==> src/rtl/pit_pkg.sv <==
package pit_pkg;
  localparam int NUM_CH = 3;
  localparam int CNT_W  = 16;
  localparam int BYTE_W = 8;

  typedef enum logic [1:0] {
    ACC_LATCH = 2'b00,
    ACC_LO    = 2'b01,
    ACC_HI    = 2'b10,
    ACC_WORD  = 2'b11
  } pitAccess_t;

  // per-counter one-cycle strobes from bus decode to the counters
  typedef struct packed {
    logic [NUM_CH-1:0] ctrlWr;
    logic [NUM_CH-1:0] cntLatch;
    logic [NUM_CH-1:0] dataWr;
    logic [NUM_CH-1:0] dataRd;
    logic [NUM_CH-1:0] rbCount;
    logic [NUM_CH-1:0] rbStatus;
  } pitStrobe_t;
endpackage

==> src/rtl/pit_ctrl.sv <==
module pit_ctrl
  import pit_pkg::*;
(
  input  logic       clk,
  input  logic       rstN,
  input  logic [1:0] addr,
  input  logic       wrEn,
  input  logic       rdEn,
  input  logic [7:1] cmdHi,
  output pitStrobe_t stb
);
  logic cmdWr;
  assign cmdWr = wrEn && (addr == 2'd3);

  always_comb begin
    stb = '0;
    for (int i = 0; i < NUM_CH; i++) begin
      stb.dataWr[i]   = wrEn && (addr == 2'(i));
      stb.dataRd[i]   = rdEn && (addr == 2'(i));
      stb.ctrlWr[i]   = cmdWr && (cmdHi[7:6] == 2'(i)) && (cmdHi[5:4] != 2'b00);
      stb.cntLatch[i] = cmdWr && (cmdHi[7:6] == 2'(i)) && (cmdHi[5:4] == 2'b00);
      stb.rbCount[i]  = cmdWr && (cmdHi[7:6] == 2'b11) && cmdHi[i+1] && !cmdHi[5];
      stb.rbStatus[i] = cmdWr && (cmdHi[7:6] == 2'b11) && cmdHi[i+1] && !cmdHi[4];
    end
  end


  single_target_chk: assert property (@(posedge clk) disable iff (!rstN)
    $onehot0(stb.dataWr | stb.ctrlWr | stb.cntLatch));
endmodule

==> src/rtl/pit_channel.sv <==
module pit_channel
  import pit_pkg::*;
(
  input  logic              clk,
  input  logic              rstN,
  input  logic              cntEn,
  input  logic              ctrlWr,
  input  logic              cntLatch,
  input  logic              dataWr,
  input  logic              dataRd,
  input  logic              rbCount,
  input  logic              rbStatus,
  input  logic [BYTE_W-1:0] wData,
  output logic [BYTE_W-1:0] rdByte,
  output logic              outQ
);
  localparam int HALF = CNT_W / 2;

  logic [5:0]       ctrlBits;
  logic [CNT_W-1:0] countReg, reloadVal, ce, latchVal, nextCe, srcVal;
  logic             wrHi, rdHi, loadPending, nullFlag, armed;
  logic             cntLatched, statLatched;
  logic [7:0]       statVal;
  pitAccess_t       access;
  logic             isM0, isRate, isSq, modeOk, wrDone, sqOut;
  logic [CNT_W:0]   effN;

  assign access = pitAccess_t'(ctrlBits[5:4]);
  assign isM0   = (ctrlBits[3:1] == 3'b000);
  assign isRate = (ctrlBits[2:1] == 2'b10);
  assign isSq   = (ctrlBits[2:1] == 2'b11);
  assign modeOk = isM0 || isRate || isSq;
  assign wrDone = dataWr && (access == ACC_LO || access == ACC_HI ||
                             (access == ACC_WORD && wrHi));

  // periodic modes reload on reaching 1; zero stands for the full range
  assign nextCe = ((ce == CNT_W'(1)) && !isM0) ? reloadVal : ce - CNT_W'(1);
  assign effN   = {reloadVal == '0, reloadVal};
  assign sqOut  = {nextCe == '0, nextCe} > (effN >> 1);

  always_ff @(posedge clk) begin
    if (!rstN) begin
      ctrlBits <= '0; countReg <= '0; reloadVal <= '0; ce <= '0;
      latchVal <= '0; statVal <= '0;
      wrHi <= 1'b0; rdHi <= 1'b0; loadPending <= 1'b0; nullFlag <= 1'b0;
      armed <= 1'b0; cntLatched <= 1'b0; statLatched <= 1'b0; outQ <= 1'b1;
    end else if (ctrlWr) begin
      ctrlBits    <= wData[5:0];
      outQ        <= (wData[3:1] != 3'b000);
      wrHi        <= 1'b0;
      rdHi        <= 1'b0;
      cntLatched  <= 1'b0;
      statLatched <= 1'b0;
      armed       <= 1'b0;
      loadPending <= 1'b0;
      nullFlag    <= 1'b1;
    end else begin
      if (dataWr) begin
        case (access)
          ACC_LO:   countReg <= {{HALF{1'b0}}, wData};
          ACC_HI:   countReg <= {wData, {HALF{1'b0}}};
          ACC_WORD: begin
            if (wrHi) countReg[CNT_W-1:HALF] <= wData;
            else      countReg[HALF-1:0]     <= wData;
            wrHi <= !wrHi;
          end
          default: ;
        endcase
      end
      if (cntEn && loadPending && modeOk) begin
        ce          <= countReg;
        reloadVal   <= countReg;
        loadPending <= 1'b0;
        nullFlag    <= 1'b0;
        armed       <= 1'b1;
        if (!isM0) outQ <= 1'b1;
      end else if (cntEn && armed) begin
        ce <= nextCe;
        if (isM0) begin
          if (ce == CNT_W'(1)) outQ <= 1'b1;
        end else if (isRate) outQ <= (nextCe != CNT_W'(1));
        else                 outQ <= sqOut;
      end
      if (wrDone) begin
        loadPending <= 1'b1;
        nullFlag    <= 1'b1;
        if (isM0) outQ <= 1'b0;
      end
      if (dataRd) begin
        if (statLatched) statLatched <= 1'b0;
        else if (access == ACC_WORD && !rdHi) rdHi <= 1'b1;
        else begin
          rdHi       <= 1'b0;
          cntLatched <= 1'b0;
        end
      end
      if ((cntLatch || rbCount) && !cntLatched) begin
        latchVal   <= ce;
        cntLatched <= 1'b1;
      end
      if (rbStatus && !statLatched) begin
        statVal     <= {outQ, nullFlag, ctrlBits};
        statLatched <= 1'b1;
      end
    end
  end

  assign srcVal = cntLatched ? latchVal : ce;

  always_comb begin
    if (statLatched)                    rdByte = statVal;
    else if (access == ACC_HI)          rdByte = srcVal[CNT_W-1:HALF];
    else if (access == ACC_WORD && rdHi) rdByte = srcVal[CNT_W-1:HALF];
    else                                rdByte = srcVal[HALF-1:0];
  end


  rate_low_at_one_chk: assert property (@(posedge clk) disable iff (!rstN)
    (armed && isRate && !outQ) |-> (ce == CNT_W'(1)));

  null_clear_chk: assert property (@(posedge clk) disable iff (!rstN)
    (cntEn && loadPending && modeOk && !ctrlWr && !wrDone) |=> !nullFlag);

  m0_out_sticky_chk: assert property (@(posedge clk) disable iff (!rstN)
    (armed && isM0 && outQ && !ctrlWr && !wrDone) |=> outQ);

  latch_hold_chk: assert property (@(posedge clk) disable iff (!rstN)
    (cntLatched && !dataRd && !ctrlWr) |=> $stable(latchVal));
endmodule

==> src/rtl/pit_top.sv <==
module pit_top
  import pit_pkg::*;
(
  input  logic              clk,
  input  logic              rstN,
  input  logic [1:0]        addr,
  input  logic              wrEn,
  input  logic              rdEn,
  input  logic [BYTE_W-1:0] wrData,
  input  logic              cntEn,
  output logic [BYTE_W-1:0] rdData,
  output logic [NUM_CH-1:0] timerOut
);
  pitStrobe_t        stb;
  logic [BYTE_W-1:0] chRd [NUM_CH];

  pit_ctrl u_ctrl (
    .clk   (clk),
    .rstN  (rstN),
    .addr  (addr),
    .wrEn  (wrEn),
    .rdEn  (rdEn),
    .cmdHi (wrData[7:1]),
    .stb   (stb)
  );

  for (genvar g = 0; g < NUM_CH; g++) begin : gCh
    pit_channel u_ch (
      .clk      (clk),
      .rstN     (rstN),
      .cntEn    (cntEn),
      .ctrlWr   (stb.ctrlWr[g]),
      .cntLatch (stb.cntLatch[g]),
      .dataWr   (stb.dataWr[g]),
      .dataRd   (stb.dataRd[g]),
      .rbCount  (stb.rbCount[g]),
      .rbStatus (stb.rbStatus[g]),
      .wData    (wrData),
      .rdByte   (chRd[g]),
      .outQ     (timerOut[g])
    );
  end

  always_comb begin
    rdData = '0;
    for (int i = 0; i < NUM_CH; i++)
      if (addr == 2'(i)) rdData = chRd[i];
  end
endmodule

==> config.mk <==
export PLATFORM = sky130hd
export DESIGN_NAME = pit_top
export DESIGN_NICKNAME = d
export VERILOG_FILES = /design/src/rtl/pit_pkg.sv /design/src/rtl/pit_ctrl.sv /design/src/rtl/pit_channel.sv /design/src/rtl/pit_top.sv
export SDC_FILE = /design/constraint.sdc
export NUM_CORES = 1
export LEC_CHECK = 0
export BUFFER_PORTS_ARGS = -buffer_cell sky130_fd_sc_hd__buf_2
export CORE_AREA = 2 2 182 184
export DETAILED_ROUTE_END_ITERATION = 10
export DIE_AREA = 0 0 184 186
export SLEW_MARGIN = 40
export SYNTH_ARGS = -nofsm -noshare
export SYNTH_HDL_FRONTEND = slang
export SYNTH_HIERARCHICAL = 1
export SYNTH_SLANG_ARGS = --single-unit
export TNS_END_PERCENT = 1
==> constraint.sdc <==
create_clock -name clk -period 4.89 [get_ports clk]
set_clock_uncertainty 0.05 [all_clocks]
set_input_delay 0.2445 -clock clk [delete_from_list [all_inputs] [get_ports clk]]
set_output_delay 0.2445 -clock clk [all_outputs]
set_load 0.005 [all_outputs]
**Word level (Yosys, flattened, before mapping)**

Cells that the tools add are included.

- $add $sub $neg: 3
- Magnitude comparators: 3
- Equal/unequal tests: 39
- Muxes and demuxes: 90
- Bitwise operators: 7
- Reductions and logical operators: 150

Operators by type and width:

| cell | number |
|---|---|
| $mux 16 | 12 |
| $mux 8 | 18 |
| $pmux 16 s3 | 3 |
| $logic_not 16->1 | 6 |
| $mux 1 | 57 |
| $logic_and 1x1->1 | 56 |
| $gt 17x16->1 | 3 |
| $eq 16x1->1 const B | 3 |
| $ne 16x1->1 const B | 3 |
| $sub 16x1->16 const B | 3 |
| $reduce_and 2->1 | 18 |
| $eq 2x2->1 const B | 16 |
| $reduce_bool 2->1 | 13 |
| $reduce_and 4->1 | 6 |
| $reduce_bool 3->1 | 7 |
| $ne 2x2->1 const B | 9 |
| $logic_not 1->1 | 17 |
| $logic_or 1x1->1 | 15 |
| $eq 2x1->1 const B | 5 |
| $logic_not 3->1 | 3 |
| $reduce_and 3->1 | 3 |
| $not 1->1 | 7 |
| $logic_not 2->1 | 3 |
| $ne 2x1->1 const B | 3 |
| $reduce_or 2->1 | 3 |

- Flip-flop bits (word level): 258
- Output and inout port bits: 11
- Logic and storage cells: 337

**Longest topological paths before layout**

Gate-level depths: netlist of run 1.

- Depth after elaboration: 13
- Mapped depth: 18

**Modules after synthesis**

The synthesis of run 1 kept the hierarchy.

Modules (own cells, without submodules):

| module | times used | cells each | area an instance (µm²) |
|---|---|---|---|
| pit_channel (gCh[0].u_ch ...) | 2 | 599 | 4,855.9 |
| pit_channel (gCh[2].u_ch) | 1 | 604 | 4,815.9 |
| pit_top | 1 | 20 | 197.7 |
| pit_ctrl | 1 | 24 | 186.4 |

**Worst setup path before layout of run 1**

No wires, ideal clock.

- Kind: register -> register
- Start point: reg gCh[0].u_ch.ce[11]
- End point: reg gCh[0].u_ch.outQ
- Setup time: 0.134 ns
- Arrival: 3.181 ns
- Path slack: 1.525 ns
- Stages on the path, launching flop included: 17
- Period minus slack after synthesis: 3.365 ns
- Path through: dfxtp_1 -> buf_2 -> nor4_2 -> nand4b_1 -> nor2_1 -> buf_4 -> buf_2 -> a21oi_1 -> ha_1 -> a21o_1 -> a21o_1 -> a211oi_1 -> o21ai_0 -> a211oi_1 -> o211ai_1 -> a211oi_2 -> o221ai_1

- Longest elaborated chain between the ends: 12

Ends and longest elaborated chain:

| item | RTL line | source |
|---|---|---|
| from (decl) | pit_channel.sv:20 | `logic [CNT_W-1:0] countReg, reloadVal, ce, latchVal, nextCe, srcVal;` |
| from (signal assigned) | pit_channel.sv:71 | `ce <= countReg;` |
| from (signal assigned) | pit_channel.sv:78 | `ce <= nextCe;` |
| branches (longest 6 deep; another with $gt 17x16->1) | -- |  |
| $mux 1 (*) | pit_channel.sv:79 | `if (isM0) begin` |
| $mux 1 (*) | pit_channel.sv:77 | `end else if (cntEn && armed) begin` |
| $mux 1 (*) | pit_channel.sv:70 | `if (cntEn && loadPending && modeOk) begin` |
| $mux 1 | pit_channel.sv:87 | `if (isM0) outQ <= 1'b0;` |
| $mux 1 (*) | pit_channel.sv:84 | `if (wrDone) begin` |
| $mux 1 (*) | pit_channel.sv:47 | `end else if (ctrlWr) begin` |
| to (signal assigned) | pit_channel.sv:49 | `outQ <= (wData[3:1] != 3'b000);` |
| to (signal assigned) | pit_channel.sv:81 | `end else if (isRate) outQ <= (nextCe != CNT_W'(1));` |
| to (signal assigned) | pit_channel.sv:82 | `else outQ <= sqOut;` |
| to (decl) | pit_channel.sv:15 | `output logic outQ` |

Every way passes the cells marked *.
A chain may end at the register's enable or synchronous reset.

**Final worst setup path of run 1**

- Start point: reg gCh[0].u_ch.ce[2]
- End point: reg gCh[0].u_ch.outQ

The elaborated chain is that of the path after synthesis.

==> flow_summary.yaml, run 1 <==
run_status:
  outcome: "finished, final reports clean"
placement:
  dp.final_hpwl_um: 31200
  dp_slack_ns: 0.976
  place.gp.congestion: 0.933
  numPortBuffers: 25
cells_and_area:
  area_growth_pct: 8.28
  nets: 1888
  drive_gt1_share_pct: 11.2
  diodes: 0
  layout_commonest_cell: "nand2_1"
  final_cell_mix: "333 x nand2_1, 258 x dfxtp_1, 203 x a21oi_1, 175 x nor2_1, 83 x mux2i_1"
  fillers: 3137
power_and_ir_drop:
  p_switching_mw: 1.05
  p_int_mw: 3.49
  p_sw_share_pct: 23.1
  p_total_mw: 4.55
  vdd_drop_max_v: 0.000314
  power_frac_seq_pct: 46.6
  cellPowerDensity_nw_per_um2: 282
  p_clk_share_pct: 48.7
  p_leak_nw: 6.02
  power_frac_comb_pct: 4.7
synth:
  yosysSeqAreaShare_pct: 34.6
  postSynthRegisterBits: 258
  synth_edf_count: 0
  synth_nets: 1924
  synth_cell_types: 80
  ys_warn_count: 6
  ys_async_sr_fraction_pct: 0
  netlist_instances: 1846
  synthFlopType: "dfxtp_1"
  syn_area_um2: 14900
  syn_area_per_cell_um2: 8.08
route:
  drt-wirelength-per-cell_um: 19.3
  wl_um: 43200
  first_pass_iters: 5
  dr_total_vias: 13000
  drtAntennaViolNets: 0
  routed_via_density: 5.82
  route.detailed.drc: 0
  drt_iter0_drc: 1136
sta:
  fin_ws_ns: 0.893
  finalHoldViolCount: 0
  setup_viol: 0
  period_share_pct: 81.7
  min_period_ns: 4.00
  slew_violations: 0
  slew_headroom_pct: 46.7
  rsz0062_at_grt: "no"
  timing.fmax_mhz: 250
  tightest_slew_ns: 0.792
  fin_tns_setup_ns: 0
worst_setup_path:
  reg2reg_from: "gCh[0].u_ch/ce[2]"
  critPathMaxFanout: 15
  worstSetupEndpointType: "flop"
  cp.arrival_ns: 4.35
  critPathRequiredTime_ns: 5.24
  r2r_end: "gCh[0].u_ch/outQ"
  crit_type: "flop to flop"
  crit_path_end: "gCh[0].u_ch/outQ"
  startpoint_type: "flop"
  critPathLaunch: "gCh[0].u_ch/ce[2]"
  ff2ff_setup_slack_ns: 0.89
  reg2reg_depth: 15
floorplan:
  ios: 26
  core_um2: 32200
  rows: 66
  start_util_pct: 46.3
  die_h_um: 186
  die_area_um2: 34200
  dieWidth_um: 184
cts:
  clock-root-buffer: "clkbuf_16"
  clock_latency_ns: 0.55
  clock_path_buffers: 3
  ctsHoldBuffers: 0
  cts_tree: "done"
  cts_resized: 0
  cts_max_level: 1
  cts_buffers: 29
  clk_pin_slew_worst_paths_ns: 0.06
  clock-sinks: 258
  post-cts-setup-buffers: 0
grt:
  grt.total_usage_pct: 25.5
  grt_max_degree: 80
  antenna_found_initial: 0
  grt_pass1_vias: 12300
  grt_pass1_wl_um: 69300
  grt-ovfl-total: 0
job:
  maxCapViolations: 0
worst_hold_path:
  min_path_type: "input pin to flop"
state kept, by name, summed over array words and instances (netlist names):
name	cells
gCh.u_ch/nullFlag	3
gCh.u_ch/cntLatched	3
gCh.u_ch/reloadVal	48
gCh.u_ch/loadPending	3
gCh.u_ch/ce	48
gCh.u_ch/wrHi	3
gCh.u_ch/armed	3
gCh.u_ch/ctrlBits	18
gCh.u_ch/rdHi	3
gCh.u_ch/countReg	48
gCh.u_ch/statVal	24
gCh.u_ch/statLatched	3
gCh.u_ch/outQ	3
gCh.u_ch/latchVal	48
synth_stat cells (all sizes together) (18+ instances only):
cell type	n	share of area [%]
nand2	335	8.5
nor2b	18	0.81
inv	75	1.9
dfxtp	258	35
o21ai	60	2.2
mux2i	85	5.8
a211oi	50	2.8
nand3	71	2.4
nand4	20	0.84
buf	38	1.6
ha	63	5.3
clkbuf	77	2.3
xnor2	24	1.4
nor4	26	1.6
nor3	31	1.1
mux4	24	3.6
mux2	25	1.9
a21oi	206	6.9
nor2	178	4.5
cell families (layout without fill, tap and decap cells):
logic type	count (synthesis)	in the layout	share of synthesized area, %
xor gates and xnor gates	40	40	2.35
DFF	258	258	34.6
buffers and inverters	190	173	5.77
AOI/OAI and AO/OA	402	402	16.4
and+or+nand+nor	759	759	24.3
adders and majority gates	63	63	5.29
muxes	134	134	11.3
critical path: stages, from the launching register on:
cell,delay [ns]
dfxtp_1,0.47
nor4_4,0.49
nand4b_1,0.26
nor2_1,0.40
buf_4,0.28
nor2_1,0.07
a21oi_1,0.18
ha_1,0.28
a21o_1,0.18
a21o_1,0.17
a21oi_1,0.13
o21ai_0,0.14
a211oi_1,0.26
o211ai_1,0.12
a211oi_2,0.22
o221ai_1,0.14
per-layer routing:
metal / vias up / wire [um] / global-route usage (%)
met5: - / 0 / 0
met4: 0 / 1080 / 6.69
met3: 76 / 2530 / 3.89
met2: 341 / 19300 / 40.4
met1: 6182 / 20300 / 36.1
li1: 6429 / - / -
how the worst min path moves through the flow:
stage | cells past startpoint | endpoint | startpoint
finish | 3 | gCh[2].u_ch/statLatched | rdEn
global route | 3 | gCh[2].u_ch/statLatched | rdEn
CTS | 3 | gCh[1].u_ch/statLatched | rdEn
detailed placement | 2 | gCh[1].u_ch/armed | gCh[1].u_ch/armed
global placement | 2 | gCh[1].u_ch/armed | gCh[1].u_ch/armed
floorplan | 1 | gCh[0].u_ch/outQ | rstN
area by class of cell:
type,instances,area (um^2),share of cell area (%)
inverter,75,282,1.74
tap,408,510,3.16
sequential,258,5160,32.0
clock inverter,11,148,0.914
multi-input combinational,1398,8920,55.3
timing repair buffer,48,305,1.89
clock buffer,39,813,5.04
power by group through the flow:
| stage | logic, mW | clock network (mW) | registers, mW |
|---|---|---|---|
| after floorplan | 0.140 | 0 | 2.16 |
| after global placement | 0.208 | 0 | 2.17 |
| after detailed placement | 0.209 | 0 | 2.17 |
| after CTS | 0.210 | 2.27 | 2.12 |
| after global routing | 0.232 | 2.35 | 2.12 |
| final | 0.214 | 2.21 | 2.12 |
through the flow:
stage	area (um^2)	cells	hold slack (ns)	util, %
2_1_floorplan	14900	1846	0.273	-
3_3_place_gp	15200	2187	0.383	47.1
3_5_place_dp	15200	2187	0.389	47.1
4_1_cts	16100	2237	0.0112	50.1
5_1_grt	16100	2237	0.0348	50.1
6_report	16100	2237	0.0363	50.1
Power figures use the tool's default switching activity.
==> run 2: changes to the inputs <==
--- a/config.mk
+++ b/config.mk
@@ -5,6 +5,7 @@
 export SDC_FILE = /design/constraint.sdc
 export NUM_CORES = 1
 export LEC_CHECK = 0
+export ABC_AREA = 1
 export BUFFER_PORTS_ARGS = -buffer_cell sky130_fd_sc_hd__buf_2
 export CORE_AREA = 2 2 182 184
 export DETAILED_ROUTE_END_ITERATION = 10
==> constraint.sdc (replaced) <==
create_clock -name clk -period 3.99 [get_ports clk]
set_clock_uncertainty 0.05 [all_clocks]
set_input_delay 0.1995 -clock clk [delete_from_list [all_inputs] [get_ports clk]]
set_output_delay 0.1995 -clock clk [all_outputs]
set_load 0.005 [all_outputs]
==> flow_summary.yaml, run 2 <==
floorplan:
  core_um2: 32200
  dieWidth_um: 184
  die_h_um: 186
  ios: 26
  start_util_pct: 46.3
  rows: 66
  die_area_um2: 34200
sta:
  timing.fmax_mhz: 290
  slew_headroom_pct: 48.3
  fin_tns_setup_ns: 0
  min_period_ns: 3.45
  holdWs_ns: 0.0185
  fin_ws_ns: 0.536
  rsz0062_at_grt: "no"
  setup_viol: 0
  period_share_pct: 86.6
  slew_violations: 0
  finalHoldViolCount: 0
  tightest_slew_ns: 0.774
synth:
  syn_area_per_cell_um2: 6.76
  synth-xor-area-share_pct: 0.705
  synth_cell_types: 40
  netlist.top_cell.by_area: "dfxtp_1"
  ys_async_sr_fraction_pct: 0
  synth_edf_count: 0
  synthMuxAreaShare_pct: 0
  syn_area_um2: 14900
  yosysSeqAreaShare_pct: 34.7
  synth.most_common_cell: "nand2_1"
  synth_simple_gate_area_share_pct: 27.1
  netlist_instances: 2205
  synthAdderAreaFrac_pct: 5.29
  synth_top_family_by_area: "simple AND/OR/NAND/NOR gates"
  postSynthRegisterBits: 258
  synth_nets: 2283
  synthTopCellsByArea: "dfxtp_1 35%, nand2_1 12%, a21oi_1 8.7%"
  synthFlopType: "dfxtp_1"
  yosys-top-cells-count: "461 x nand2_1, 270 x inv_1, 258 x a21oi_1, 258 x dfxtp_1, 202 x o21ai_0"
  netlist.area_leader.share_pct: 34.7
  ys_warn_count: 6
  synth_compound_area_share_pct: 22.4
route:
  routed_via_density: 5.56
  drt-wirelength-per-cell_um: 17.8
  first_pass_iters: 5
  route.detailed.drc: 0
  wl_um: 46600
  drt_iter0_drc: 1210
  drtAntennaViolNets: 0
  dr_total_vias: 14600
grt:
  grt_pass1_vias: 13500
  antenna_found_initial: 0
  grt.total_usage_pct: 27.3
  grt_max_degree: 81
  grt-ovfl-total: 0
  grt_pass1_wl_um: 74100
power_and_ir_drop:
  cellPowerDensity_nw_per_um2: 365
  power_frac_comb_pct: 7.5
  p_sw_share_pct: 24.3
  p_clk_share_pct: 48.5
  power_frac_seq_pct: 44.0
  p_switching_mw: 1.45
  p_leak_nw: 6.90
  p_total_mw: 5.97
  p_int_mw: 4.52
  vdd_drop_max_v: 0.000322
cells_and_area:
  fillers: 3324
  area_growth_pct: 9.76
  drive_gt1_share_pct: 9.08
  diodes: 0
  nets: 2268
  final_cell_mix: "461 x nand2_1, 268 x inv_1, 258 x dfxtp_1, 256 x a21oi_1, 201 x o21ai_0"
  final_area_um2: 16400
  layout_commonest_cell: "nand2_1"
cts:
  clock_path_buffers: 3
  cts_buffers: 30
  post-cts-setup-buffers: 0
  cts_tree: "done"
  clock-root-buffer: "clkbuf_16"
  clock_latency_ns: 0.57
  clock-sinks: 258
  clk_pin_slew_worst_paths_ns: 0.06
  cts_max_level: 1
placement:
  placed_cell_area_um2: 15300
  place.gp.congestion: 0.916
  numPortBuffers: 25
  dp_slack_ns: 0.836
  dp.final_hpwl_um: 34200
worst_setup_path:
  crit_type: "flop to output port"
  critPathMaxFanout: 24
  ff2ff_setup_slack_ns: 0.78
  r2r_end: "gCh[2].u_ch/outQ"
  critPathRequiredTime_ns: 3.74
  worstSetupEndpointType: "output port"
  crit_path_end: "rdData[1]"
  critPathLaunch: "gCh[1].u_ch/ctrlBits[5]"
  cp.arrival_ns: 3.20
  startpoint_type: "flop"
  reg2reg_depth: 26
  reg2reg_from: "gCh[2].u_ch/ce[0]"
job:
  maxCapViolations: 0
worst_hold_path:
  min_from: "wrData[7]"
  min_path_type: "input pin to flop"
run_status:
  outcome: "finished, final reports clean"
==> run 2: cell count changes after synthesis, sizes merged, moves of 17 or more <==
cell,change
xnor2,-17
mux2,-25
nor2,+21
o21ai,+158
nand3,+77
a21oi,+54
mux2i,-85
nor2b,-18
inv,+205
nand2,+158
buf,-27
a221oi,+22
mux4,-24
==> run 2: how the worst min path moves through the flow <==
stage               cells after the start                  endpoint  slack [ns]
CTS                                     3  gCh[0].u_ch/countReg[15]       0.006
finish                                  3  gCh[0].u_ch/countReg[15]        0.02
global placement                        2   gCh[1].u_ch/latchVal[5]        0.38
floorplan                               2          gCh[0].u_ch/outQ        0.28
detailed placement                      2   gCh[0].u_ch/latchVal[5]        0.39
global route                            3  gCh[0].u_ch/countReg[15]        0.02
==> run 2: per-layer routing <==
| layer | global-route usage (%) | routed length (um) |
|---|---|---|
| met3 | 2.95 | 2480 |
| met1 | 36.7 | 21000 |
| met4 | 12.4 | 2140 |
| met2 | 44.0 | 21000 |
| met5 | 0 | 0 |
==> run 2: layout make-up <==
class | instances | area [um^2] | area share [%]
clock buffers | 46 | 892 | 5.46
clock inverters | 9 | 145 | 0.888
inverters | 285 | 1070 | 6.54
multi-input cells | 1568 | 8280 | 50.6
flip-flops and latches | 258 | 5160 | 31.6
well taps | 408 | 510 | 3.12
repair buffers | 47 | 293 | 1.79
==> run 2: metrics by stage <==
stage          utilization [%]  std cells
2_1_floorplan                -       2205
3_3_place_gp              47.5       2564
3_5_place_dp              47.5       2564
4_1_cts                   50.8       2620
5_1_grt                   50.8       2621
6_report                  50.8       2621
==> run 2: what timing repair did <==
action / 4_1_cts / 5_1_grt
resized for setup: 0 / 0
hold endpoints to repair: 5 / 0
hold buffers: 1 / 0
==> run 2: kinds of logic after synthesis <==
family	Yosys count
adder cells (fa/ha/maj)	63
XOR/XNOR	12
AO/OA/AOI/OAI	598
AND/OR/NAND/NOR	895
buffers and inverters	379
flip-flops	258
==> run 2: critical path, stage by stage, from the launching register on <==
cell and delay, ns:
dfxtp_1 0.41, ha_1 0.33, a21oi_4 0.50, buf_4 0.25, a21oi_1 0.07, o31ai_1 0.66
nand3_1 0.14, nand3_1 0.15, buf_2 0.13
==> run 2: power groups by stage <==
stage	combinational (mW)	sequential, mW	clock [mW]
2_1_floorplan	0.310	2.67	0
3_3_place_gp	0.439	2.68	0
3_5_place_dp	0.442	2.68	0
4_1_cts	0.445	2.62	2.95
5_1_grt	0.504	2.62	3.07
6_report	0.449	2.62	2.90
